## src/rtl/vdet_pkg.sv

```systemverilog
package vdet_pkg;
  localparam int DATA_W    = 8;
  localparam int ADDR_W    = 2;
  localparam int NUM_MON   = 2;
  localparam logic [DATA_W-1:0] KEY_OPEN = 8'h3C;
  localparam logic [ADDR_W-1:0] A_KEY  = 2'd0;
  localparam logic [ADDR_W-1:0] A_CTRL = 2'd1;

  // Bit positions are fixed by software-visible layout.
  function automatic int en_pos(input int mon);
    return (mon == 0) ? 1 : 7;
  endfunction

  function automatic int mode_pos(input int mon);
    return (mon == 0) ? 0 : 6;
  endfunction
endpackage

```

## src/rtl/vdet_rst_sync.sv

```systemverilog
module vdet_rst_sync #(
  parameter int STAGES = 2
) (
  input  logic clk_i,
  input  logic rst_ni,
  output logic rst_no
);
  logic [STAGES-1:0] chain_q;
  logic [STAGES-1:0] chain_d;

  always_comb begin
    chain_d = {chain_q[STAGES-2:0], 1'b1};
  end

  always_ff @(posedge clk_i or negedge rst_ni) begin
    if (!rst_ni) chain_q <= '0;
    else         chain_q <= chain_d;
  end

  assign rst_no = chain_q[STAGES-1];
endmodule

```

## src/rtl/vdet_key_lock.sv

```systemverilog
module vdet_key_lock
  import vdet_pkg::*;
(
  input  logic              clk_i,
  input  logic              rst_ni,
  input  logic              key_we_i,
  input  logic [DATA_W-1:0] key_wdata_i,
  output logic              open_o
);
  logic open_q;
  logic open_d;

  always_comb begin
    open_d = (key_wdata_i == KEY_OPEN);
  end

  always_ff @(posedge clk_i or negedge rst_ni) begin
    if (!rst_ni)       open_q <= 1'b0;
    else if (key_we_i) open_q <= open_d;
  end

  assign open_o = open_q;
endmodule

```

## src/rtl/vdet_ctrl_reg.sv

```systemverilog
module vdet_ctrl_reg
  import vdet_pkg::*;
(
  input  logic               clk_i,
  input  logic               rst_ni,
  input  logic               ctrl_we_i,
  input  logic               open_i,
  input  logic [NUM_MON-1:0] wr_en_i,
  input  logic [NUM_MON-1:0] wr_mode_i,
  output logic [NUM_MON-1:0] en_o,
  output logic [NUM_MON-1:0] mode_o
);
  for (genvar m = 0; m < NUM_MON; m++) begin : g_mon
    logic en_q, mode_q, en_d, mode_d, upd;

    // An armed interrupt path freezes both of its bits.
    always_comb begin
      upd    = ctrl_we_i & open_i & ~(en_q & mode_q);
      en_d   = wr_en_i[m];
      mode_d = wr_mode_i[m];
    end

    always_ff @(posedge clk_i or negedge rst_ni) begin
      if (!rst_ni) begin
        en_q   <= 1'b0;
        mode_q <= 1'b0;
      end else if (upd) begin
        en_q   <= en_d;
        mode_q <= mode_d;
      end
    end

    assign en_o[m]   = en_q;
    assign mode_o[m] = mode_q;
  end
endmodule

```

## src/rtl/vdet_mon_event.sv

```systemverilog
module vdet_mon_event (
  input  logic clk_i,
  input  logic rst_ni,
  input  logic en_i,
  input  logic mode_i,
  input  logic below_i,
  output logic rst_req_o,
  output logic nmi_pulse_o
);
  logic rst_q, rst_d;
  logic irq_lvl_q, irq_lvl_d;
  logic pulse_q, pulse_d;

  always_comb begin
    rst_d     = en_i & ~mode_i & below_i;
    irq_lvl_d = en_i &  mode_i & below_i;
    pulse_d   = irq_lvl_d & ~irq_lvl_q;
  end

  always_ff @(posedge clk_i or negedge rst_ni) begin
    if (!rst_ni) begin
      rst_q     <= 1'b0;
      irq_lvl_q <= 1'b0;
      pulse_q   <= 1'b0;
    end else begin
      rst_q     <= rst_d;
      irq_lvl_q <= irq_lvl_d;
      pulse_q   <= pulse_d;
    end
  end

  assign rst_req_o   = rst_q;
  assign nmi_pulse_o = pulse_q;
endmodule

```

## src/rtl/vdet_guard_regs.sv

```systemverilog
module vdet_guard_regs
  import vdet_pkg::*;
(
  input  logic               clk_i,
  input  logic               rst_ni,
  input  logic               bus_we_i,
  input  logic [ADDR_W-1:0]  bus_addr_i,
  input  logic [DATA_W-1:0]  bus_wdata_i,
  output logic [DATA_W-1:0]  bus_rdata_o,
  input  logic [NUM_MON-1:0] below_i,
  output logic [NUM_MON-1:0] mon_rst_o,
  output logic               nmi_o
);
  logic               rst_n_core;
  logic               key_we, ctrl_we, key_open;
  logic [NUM_MON-1:0] wr_en, wr_mode, cfg_en, cfg_mode, mon_nmi;
  logic [DATA_W-1:0]  ctrl_rd;
  logic               unused_wdata;

  vdet_rst_sync #(.STAGES(2)) u_rst_sync (
    .clk_i (clk_i), .rst_ni(rst_ni), .rst_no(rst_n_core)
  );

  assign key_we  = bus_we_i & (bus_addr_i == A_KEY);
  assign ctrl_we = bus_we_i & (bus_addr_i == A_CTRL);
  assign unused_wdata = ^bus_wdata_i;

  for (genvar m = 0; m < NUM_MON; m++) begin : g_wr
    assign wr_en[m]   = bus_wdata_i[en_pos(m)];
    assign wr_mode[m] = bus_wdata_i[mode_pos(m)];
  end

  vdet_key_lock u_key (
    .clk_i(clk_i), .rst_ni(rst_n_core), .key_we_i(key_we),
    .key_wdata_i(bus_wdata_i), .open_o(key_open)
  );

  vdet_ctrl_reg u_ctrl (
    .clk_i(clk_i), .rst_ni(rst_n_core), .ctrl_we_i(ctrl_we), .open_i(key_open),
    .wr_en_i(wr_en), .wr_mode_i(wr_mode), .en_o(cfg_en), .mode_o(cfg_mode)
  );

  for (genvar m = 0; m < NUM_MON; m++) begin : g_evt
    vdet_mon_event u_evt (
      .clk_i(clk_i), .rst_ni(rst_n_core), .en_i(cfg_en[m]), .mode_i(cfg_mode[m]),
      .below_i(below_i[m]), .rst_req_o(mon_rst_o[m]), .nmi_pulse_o(mon_nmi[m])
    );
  end

  assign nmi_o = |mon_nmi;

  always_comb begin
    ctrl_rd = '0;
    for (int m = 0; m < NUM_MON; m++) begin
      ctrl_rd[en_pos(m)]   = cfg_en[m];
      ctrl_rd[mode_pos(m)] = cfg_mode[m];
    end
  end

  always_comb begin
    case (bus_addr_i)
      A_KEY:   bus_rdata_o = key_open ? KEY_OPEN : '0;
      A_CTRL:  bus_rdata_o = ctrl_rd;
      default: bus_rdata_o = '0;
    endcase
  end
endmodule

```

## config.mk

```make
export PLATFORM = sky130hd
export DESIGN_NAME = vdet_guard_regs
export DESIGN_NICKNAME = d
export VERILOG_FILES = /design/src/rtl/vdet_pkg.sv /design/src/rtl/vdet_rst_sync.sv /design/src/rtl/vdet_key_lock.sv /design/src/rtl/vdet_ctrl_reg.sv /design/src/rtl/vdet_mon_event.sv /design/src/rtl/vdet_guard_regs.sv
export SDC_FILE = /design/constraint.sdc
export NUM_CORES = 1
export LEC_CHECK = 0
export CAP_MARGIN = 10
export CELL_PAD_IN_SITES_DETAIL_PLACEMENT = 1
export CELL_PAD_IN_SITES_GLOBAL_PLACEMENT = 1
export CORE_ASPECT_RATIO = 1.4
export CORE_UTILIZATION = 31
export CTS_BUF_LIST = sky130_fd_sc_hd__clkbuf_8 sky130_fd_sc_hd__clkbuf_16
export DETAILED_ROUTE_END_ITERATION = 6
export HOLD_SLACK_MARGIN = 0.12
export MAX_ROUTING_LAYER = met4
export PLACE_DENSITY_LB_ADDON = 0.1
export SLEW_MARGIN = 0
export SYNTH_ARGS = -nofsm -noshare
export SYNTH_HDL_FRONTEND = slang
export SYNTH_SLANG_ARGS = --single-unit
```

## constraint.sdc

```tcl
create_clock -name clk_i -period 1.55 [get_ports clk_i]
set_clock_uncertainty 0.05 [all_clocks]
set_input_delay 0.31 -clock clk_i [delete_from_list [all_inputs] [get_ports clk_i]]
set_output_delay 0.31 -clock clk_i [all_outputs]
set_load 0.02 [all_outputs]
```

==> results of run 1 <==
## synth_stat cells
cell and n:
buf_4 5, nand4_1 1, mux2i_1 1, dfrtp_1 13
and2b_2 1, and3_1 2, and4b_2 1, nor3_1 1
o21ai_0 4, nor2b_1 2, and2_2 4, nand2_1 11
and4bb_1 1, or2_2 1, inv_1 1, nand4b_1 1
nor2_1 4, conb_1 1
## area by class of cell
class	instances	area [um2]
inverters	1	3.75
clock inverters	1	3.75
well taps	20	25.0
clock buffers	3	41.3
repair buffers	30	244
multi-input cells	36	209
flip-flops and latches	13	325
fillers	210	882
## power breakdown
group	internal, mW	leakage, nW	switching, mW
registers	0.382	0.171	0.0296
logic	0.0941	0.249	0.0785
clock network	0.175	0.0269	0.119
total	0.651	0.447	0.227
## metrics by stage
stage          hold slack, ns  instances
2_1_floorplan         -0.0356         55
3_3_place_gp            0.155        100
3_5_place_dp            0.155        100
4_1_cts                 0.160        104
5_1_grt                 0.177        104
6_report                0.144        104
## worst reg2reg max path, stage by stage, from the launching register on
cell,delay [ns]
dfrtp_1,0.34
buf_4,0.11
nand4b_1,0.15
o21ai_0,0.20
nand2_1,0.08
## registers in the layout, indices dropped and copies added (netlist names)
signal,flops
g_evt.u_evt.nmi_pulse_o,2
g_evt.u_evt.irq_lvl_q,2
u_ctrl.g_mon.en_q,2
u_ctrl.g_mon.mode_q,2
u_key.open_o,1
u_rst_sync.chain_q,2
g_evt.u_evt.rst_req_o,2
## kinds of logic (layout without fill, tap and decap cells)
kind of cell           Yosys count  after routing  synth area share (%)
muxes                            1              1                  1.75
AOI/OAI and AO/OA                4              4                  3.51
other                            1              1                 0.657
DFF                             13             13                  57.0
buffers and inverters            6             35                  7.24
and+or+nand+nor                 30             30                  29.8
## repair_timing
| action | CTS | global route |
|---|---|---|
| setup endpoints to repair | 9 | 5 |
| endpoints found under the hold margin | 0 | 0 |
| gates resized for setup | 37 | 2 |
| setup buffers | 0 | 0 |
## worst max-delay path by stage
stage,end,slack (ns),cells after the start
global route,bus_rdata_o[4],-0.0008,3
global placement,bus_rdata_o[1],-0.61,4
finish,bus_rdata_o[0],0.03,4
CTS,bus_rdata_o[0],0.004,4
detailed placement,bus_rdata_o[0],-0.63,4
floorplan,bus_rdata_o[3],0.14,3
## metal layers
layer	global-route usage [%]	routed length, um	part of all wire, %
met5	-	0	0
met4	10.7	24	1.9
met3	3.83	51	4.0
met2	24.9	672	53
met1	14.2	513	41
==> run summary, run 1 <==
The clock passes through at most 2 buffers. The global-route wire length before repair is 1.93 mm. The largest net degree at the start of global routing is 12. The number of maximum-capacitance violations is 0.

The worst reg2reg path startpoint is u_key.open_o. The final critical path time including I/O delays and setup came out at 1.52 ns. The critical path startpoint is bus_addr_i[0].

In this run the clock root is driven by a clkbuf_8. The die is 52.8 um tall. Leaving out fill and tap cells, the most frequent cells in the layout are clkdlybuf4s50_1, dfrtp_1, nand2_1, buf_2, buf_4. Synthesis produced 55 cells.

The post-route cell area is 852 um2. The data arrival time of the worst path came out at 1.16 ns. The remaining global-route overflow is 0. The tree built by TritonCTS fans out to 13 sinks. Of all nets on the critical path, the largest fanout is 5. The count of input and output buffers is 25.

The cell accounting for the most synthesized area is dfrtp_1. The total count of hold-check failures in the final report is 0. For this run, the detailed router's first-pass iteration total came to 5. Clock-pin slew was measured on the worst setup and hold paths at 0.06 ns. Setup repair after global routing could not meet its margin everywhere.

The number of global-route vias before repair came out at 459. Broken down by cell family, the worst path's largest delay share belongs to simple AND/OR/NAND/NOR gates. The total number of vias came out at 487.

The total chip power came out at 0.878 mW. The remaining number of nets flagged by the antenna check after routing came out at 0. On the critical path, the stage with the largest delay is an instance of and2b_2. Once the floorplan was initialized, standard cells occupied 32.9% of the core. The vias per cell is 4.68. In the final routed layout, each cell accounts on average for 12.1 um. The critical path is of the in2out type. The endpoint kind of the worst setup timing path is an output pin.

The total CTS buffers is 3. The initial antenna violation count came to 0. Each instance of the synthesized netlist takes up on average 10.4 um2.

The maximum VDD drop is 391 uV. The run finished with clean final reports. After layout, the worst setup slack is 0.0315 ns. The core occupancy in the finished layout is 49.1%. The number of hold buffers added after CTS is 0. The all-layer global routing usage came out at 14.9%.

Timing would allow up to 0.659 GHz. The power density relative to cell area is 1030 mW/mm2. The area of the die came out at 0.00202 mm2. The worst register-to-register path has a depth of 4. The number of nets in the synthesized netlist is 70. The endpoint of the lowest-slack register-to-register path is u_ctrl.g_mon[0].en_q.

The DRC violation total after the first TritonRoute iteration came out at 7. Data on the critical path is required at its endpoint by 1.19 ns. The post-detailed-placement cell area is 851 um2. TritonCTS built the clock tree.

The number of levels the H-tree was split into came out at 1. The number of synthesis warnings is 0. The total I/O pin count is 26. The final setup violation count is 0. The final antenna diode count came out at 0. The proportion of layout cells with a drive suffix above 1 is 29.8%. Summing the sequential cell areas from Yosys gives 57.0% of the chip area. The combined area of all synthesized cells is 571 um2. The leakage power figure is 0.447 nW.

The top-area cell type share of the netlist area is 57.0%. The setup TNS after final layout came out at 0 ns. The post-route clock period utilization is 98.0%. The total length of routed wires is 1.26 mm.

The nature of the critical path startpoint is a primary input. Together, buffers and inverters on the worst path number 2. The detailed placer's ending HPWL is 1.01 mm.

Sorting the synthesized cells by area gives the leading types as dfrtp_1, nand2_1, buf_4. Leaving out fill and tap cells, the most frequent cell in the layout is clkdlybuf4s50_1. The signal on the critical path passes through clkdlybuf4s15_1 -> and2b_2 -> and2_2 -> buf_4. The number of nets at the end of the flow is 100. For this run, the slowest stage of the critical path takes 0.26 ns. The placeable core region came out at 0.00173 mm2.

Counting flops and latches in the post-synthesis netlist gives 13. At the end of routability-driven placement, the weighted congestion stood at 0.682. The max-slew violation count came out at 0.

Timing analysis after detailed placement gives a worst setup slack of -0.633 ns. The DRC violations left is 0. Clock latency on the worst-skew pair, taken at its later pin, is 0.24 ns. The min-delay analysis places its worst path in the category reg2async. The internal reg-to-reg setup slack is 0.51 ns. The number of distinct standard cells referenced by the synthesized netlist is 18.

The initialized floorplan defines 18 standard-cell rows. The die span in x is 38.3 um. The relative area change from synthesis to final layout is 49.3%.
Power figures use the tool's default switching activity.
==> inputs of run 2 (changes only) <==
--- a/config.mk
+++ b/config.mk
@@ -10,7 +10,6 @@
 export CELL_PAD_IN_SITES_GLOBAL_PLACEMENT = 1
 export CORE_ASPECT_RATIO = 1.4
 export CORE_UTILIZATION = 31
-export CTS_BUF_LIST = sky130_fd_sc_hd__clkbuf_8 sky130_fd_sc_hd__clkbuf_16
 export DETAILED_ROUTE_END_ITERATION = 6
 export HOLD_SLACK_MARGIN = 0.12
 export MAX_ROUTING_LAYER = met4
==> run 2 against run 1 <==
  * Register-to-register slack is essentially flat
  * Critical endpoint unchanged
  * Maximum frequency grew 2.4%
  * Routed wire length up 0.16%
  * Via count increased by 0.82%
  * Critical path depth did not move
  * Power shrank 10%
  * Worst hold slack lost 0.011 ns
  * Largest cell class unchanged
  * Final area decreased by 2.3%
==> run summary, run 2 (synthesis gave the netlist of run 1 again) <==
Outcome: completed (unchanged). The total length of routed wires is 1.26 mm (about the same). The number of sinks handled by clock tree synthesis came out at 13 (unchanged). The final setup violation count was 0 (unchanged). The class of the worst hold path is in2async (was reg2async). The routability congestion estimate was 0.682 (unchanged). The final critical path time including I/O delays and setup came out at 1.48 ns (was 1.52 ns). The initial antenna violation count is 0 (unchanged). The post-route clock period utilization came out at 95.7% (was 98.0%). The nature of the critical path startpoint is a primary input (unchanged). The proportion of layout cells with a drive suffix above 1 is 31.0% (was 29.8%).

The remaining global-route overflow is 0 (unchanged). The number of maximum-capacitance violations came out at 0 (unchanged). The first-pass iteration count of the detailed router was 3 (was 5). The type of the worst setup path was in2out (unchanged). The data arrival time of the worst path came out at 1.12 ns (was 1.16 ns). The critical path required time is 1.19 ns (about the same). The final antenna diode count came out at 0 (unchanged). The post-detailed-placement cell area is 851 um2 (unchanged). The post-CTS repair timing setup buffer count is 0 (unchanged). The detailed placer's ending HPWL is 1.01 mm (unchanged).

The post-route cell area came to 832 um2 (was 852 um2). The clock-pin slew reported for the worst setup and hold paths after clock tree synthesis came out at 0.08 ns (was 0.06 ns). The total CTS buffers came out at 3 (unchanged).

The placeable core region was 0.00173 mm2 (unchanged). The length in cells of the worst reg-to-reg path is 4 (unchanged). The power density relative to cell area came out at 949 mW/mm2 (was 1030 mW/mm2). The relative area change from synthesis to final layout came out at 45.8% (was 49.3%). The met2 layer usage reported by global route is 25.1% (was 24.9%). The vias per cell came to 4.72 (was 4.68). The placement row count was 18 (unchanged). The CTS root buffer was clkbuf_4 (was clkbuf_8). The max-slew violation count came out at 0 (unchanged).

The endpoint kind of the worst setup timing path is an output pin (unchanged). The initial cell density of the core came out at 32.9% (unchanged). The maximum VDD drop is 564 uV (was 391 uV). RSZ-0062 raised after global routing: false (was true). The worst reg2reg path startpoint was u_key.open_o (unchanged). The achievable clock frequency is 0.674 GHz (was 0.659 GHz).

The die extent in y came out at 52.8 um (unchanged). The leading cell type in the layout, fill and taps excluded is dfrtp_1 (was clkdlybuf4s50_1). The total I/O pin count is 26 (unchanged). The TritonCTS clock tree was built (unchanged). The largest buffer count on any clock path is 2 (unchanged). The number of resized instances in the post-cts repair step is 40 (was 37). The clock latency of the later-clocked register in the worst-skew pair was 0.27 ns (was 0.24 ns). The die span in x came out at 38.3 um (unchanged). The area of the die came to 0.00202 mm2 (unchanged). The global routing usage on met3 came out at 2.55% (was 3.83%). The average wire per standard cell came out at 12.1 um (about the same). The total chip power is 0.789 mW (was 0.878 mW).

The all-layer global routing usage came out at 14.7% (was 14.9%). The fraction of met1 tracks used by global routing came out at 14.2% (unchanged). The number of nets at the end of the flow came out at 100 (unchanged). The total number of vias came out at 491 (was 487). The count of input and output buffers came out at 25 (unchanged). The remaining number of nets flagged by the antenna check after routing came out at 0 (unchanged). The internal reg-to-reg setup slack is 0.50 ns (was 0.51 ns). The largest fanout on the critical path came out at 4 (was 5). The total count of hold-check failures in the final report came to 0 (unchanged). The number of hold buffers added after CTS came out at 0 (unchanged).

The global-route wire length before repair is 1.93 mm (unchanged). The number of levels the H-tree was split into is 1 (unchanged). The global routing's busiest layer is met2 (unchanged). The DRC violation total after the first TritonRoute iteration was 5 (was 7). The leakage power figure was 0.449 nW (was 0.447 nW). The DRC violations left was 0 (unchanged). The largest net degree at the start of global routing came out at 12 (unchanged).

The number of global-route vias before repair is 458 (was 459). The endpoint of the lowest-slack register-to-register path is u_ctrl.g_mon[0].en_q (unchanged). Commonest non-fill, non-tap cells in the layout: dfrtp_1, clkdlybuf4s50_1, nand2_1, buf_2, buf_4 (was clkdlybuf4s50_1, dfrtp_1, nand2_1, buf_2, buf_4).
run 2: cell count changes in the layout (fill, tap and decap cells not counted), moves of 2 or more:
cell	delta
clkbuf_8	-3
dlygate4sd2_1	+2
clkdlybuf4s50_1	-2
clkbuf_4	+3
run 2: layout make-up:
type / instances / area [um2]
Clock buffer: 4 / 26.3
Fill cell: 207 / 902
Inverter: 1 / 3.75
Multi-Input combinational cell: 36 / 215
Sequential cell: 13 / 325
Tap cell: 20 / 25.0
Timing Repair Buffer: 30 / 236
run 2: critical path: stages:
cell           delay (ns)
dlygate4sd2_1        0.21
and2b_2              0.25
and2_2               0.20
buf_4                0.15
run 2: worst max path at each step:
stage	depth (start not counted)	startpoint	endpoint
after floorplan	3	u_key.open_o	bus_rdata_o[3]
final	4	bus_addr_i[1]	bus_rdata_o[0]
after detailed placement	4	bus_addr_i[0]	bus_rdata_o[0]
after global placement	4	bus_addr_i[0]	bus_rdata_o[1]
after global routing	3	u_key.open_o	bus_rdata_o[4]
after CTS	4	bus_addr_i[0]	bus_rdata_o[0]
run 2: where the power goes:
| part | internal [mW] | total, mW | switching (mW) |
|---|---|---|---|
| sequential | 0.381 | 0.410 | 0.0288 |
| clock | 0.0997 | 0.211 | 0.112 |
| combinational | 0.0886 | 0.168 | 0.0796 |
run 2: routing by layer:
metal / up-vias / wire [um]
li1: 234 / -
met5: - / 0
met2: 17 / 671
met1: 236 / 495
met3: 4 / 53
met4: 0 / 42
run 2: through the flow:
stage,util (%),setup TNS (ns),worst slack (ns),hold WS (ns),instances
floorplan,-,0,0.143,-0.0356,55
global placement,49.1,-4.53,-0.608,0.155,100
detailed placement,49.1,-4.77,-0.633,0.155,100
CTS,48.2,0,0.00418,0.131,104
global route,48.0,0,0.00878,0.137,104
finish,48.0,0,0.0668,0.133,104
==> inputs of run 3 (changes only) <==
--- a/config.mk
+++ b/config.mk
@@ -11,7 +11,6 @@
 export CORE_ASPECT_RATIO = 1.4
 export CORE_UTILIZATION = 31
 export DETAILED_ROUTE_END_ITERATION = 6
-export HOLD_SLACK_MARGIN = 0.12
 export MAX_ROUTING_LAYER = met4
 export PLACE_DENSITY_LB_ADDON = 0.1
 export SLEW_MARGIN = 0
==> results of run 3 <==
No change in the layout: final DEF, timing and power equal those of run 2.
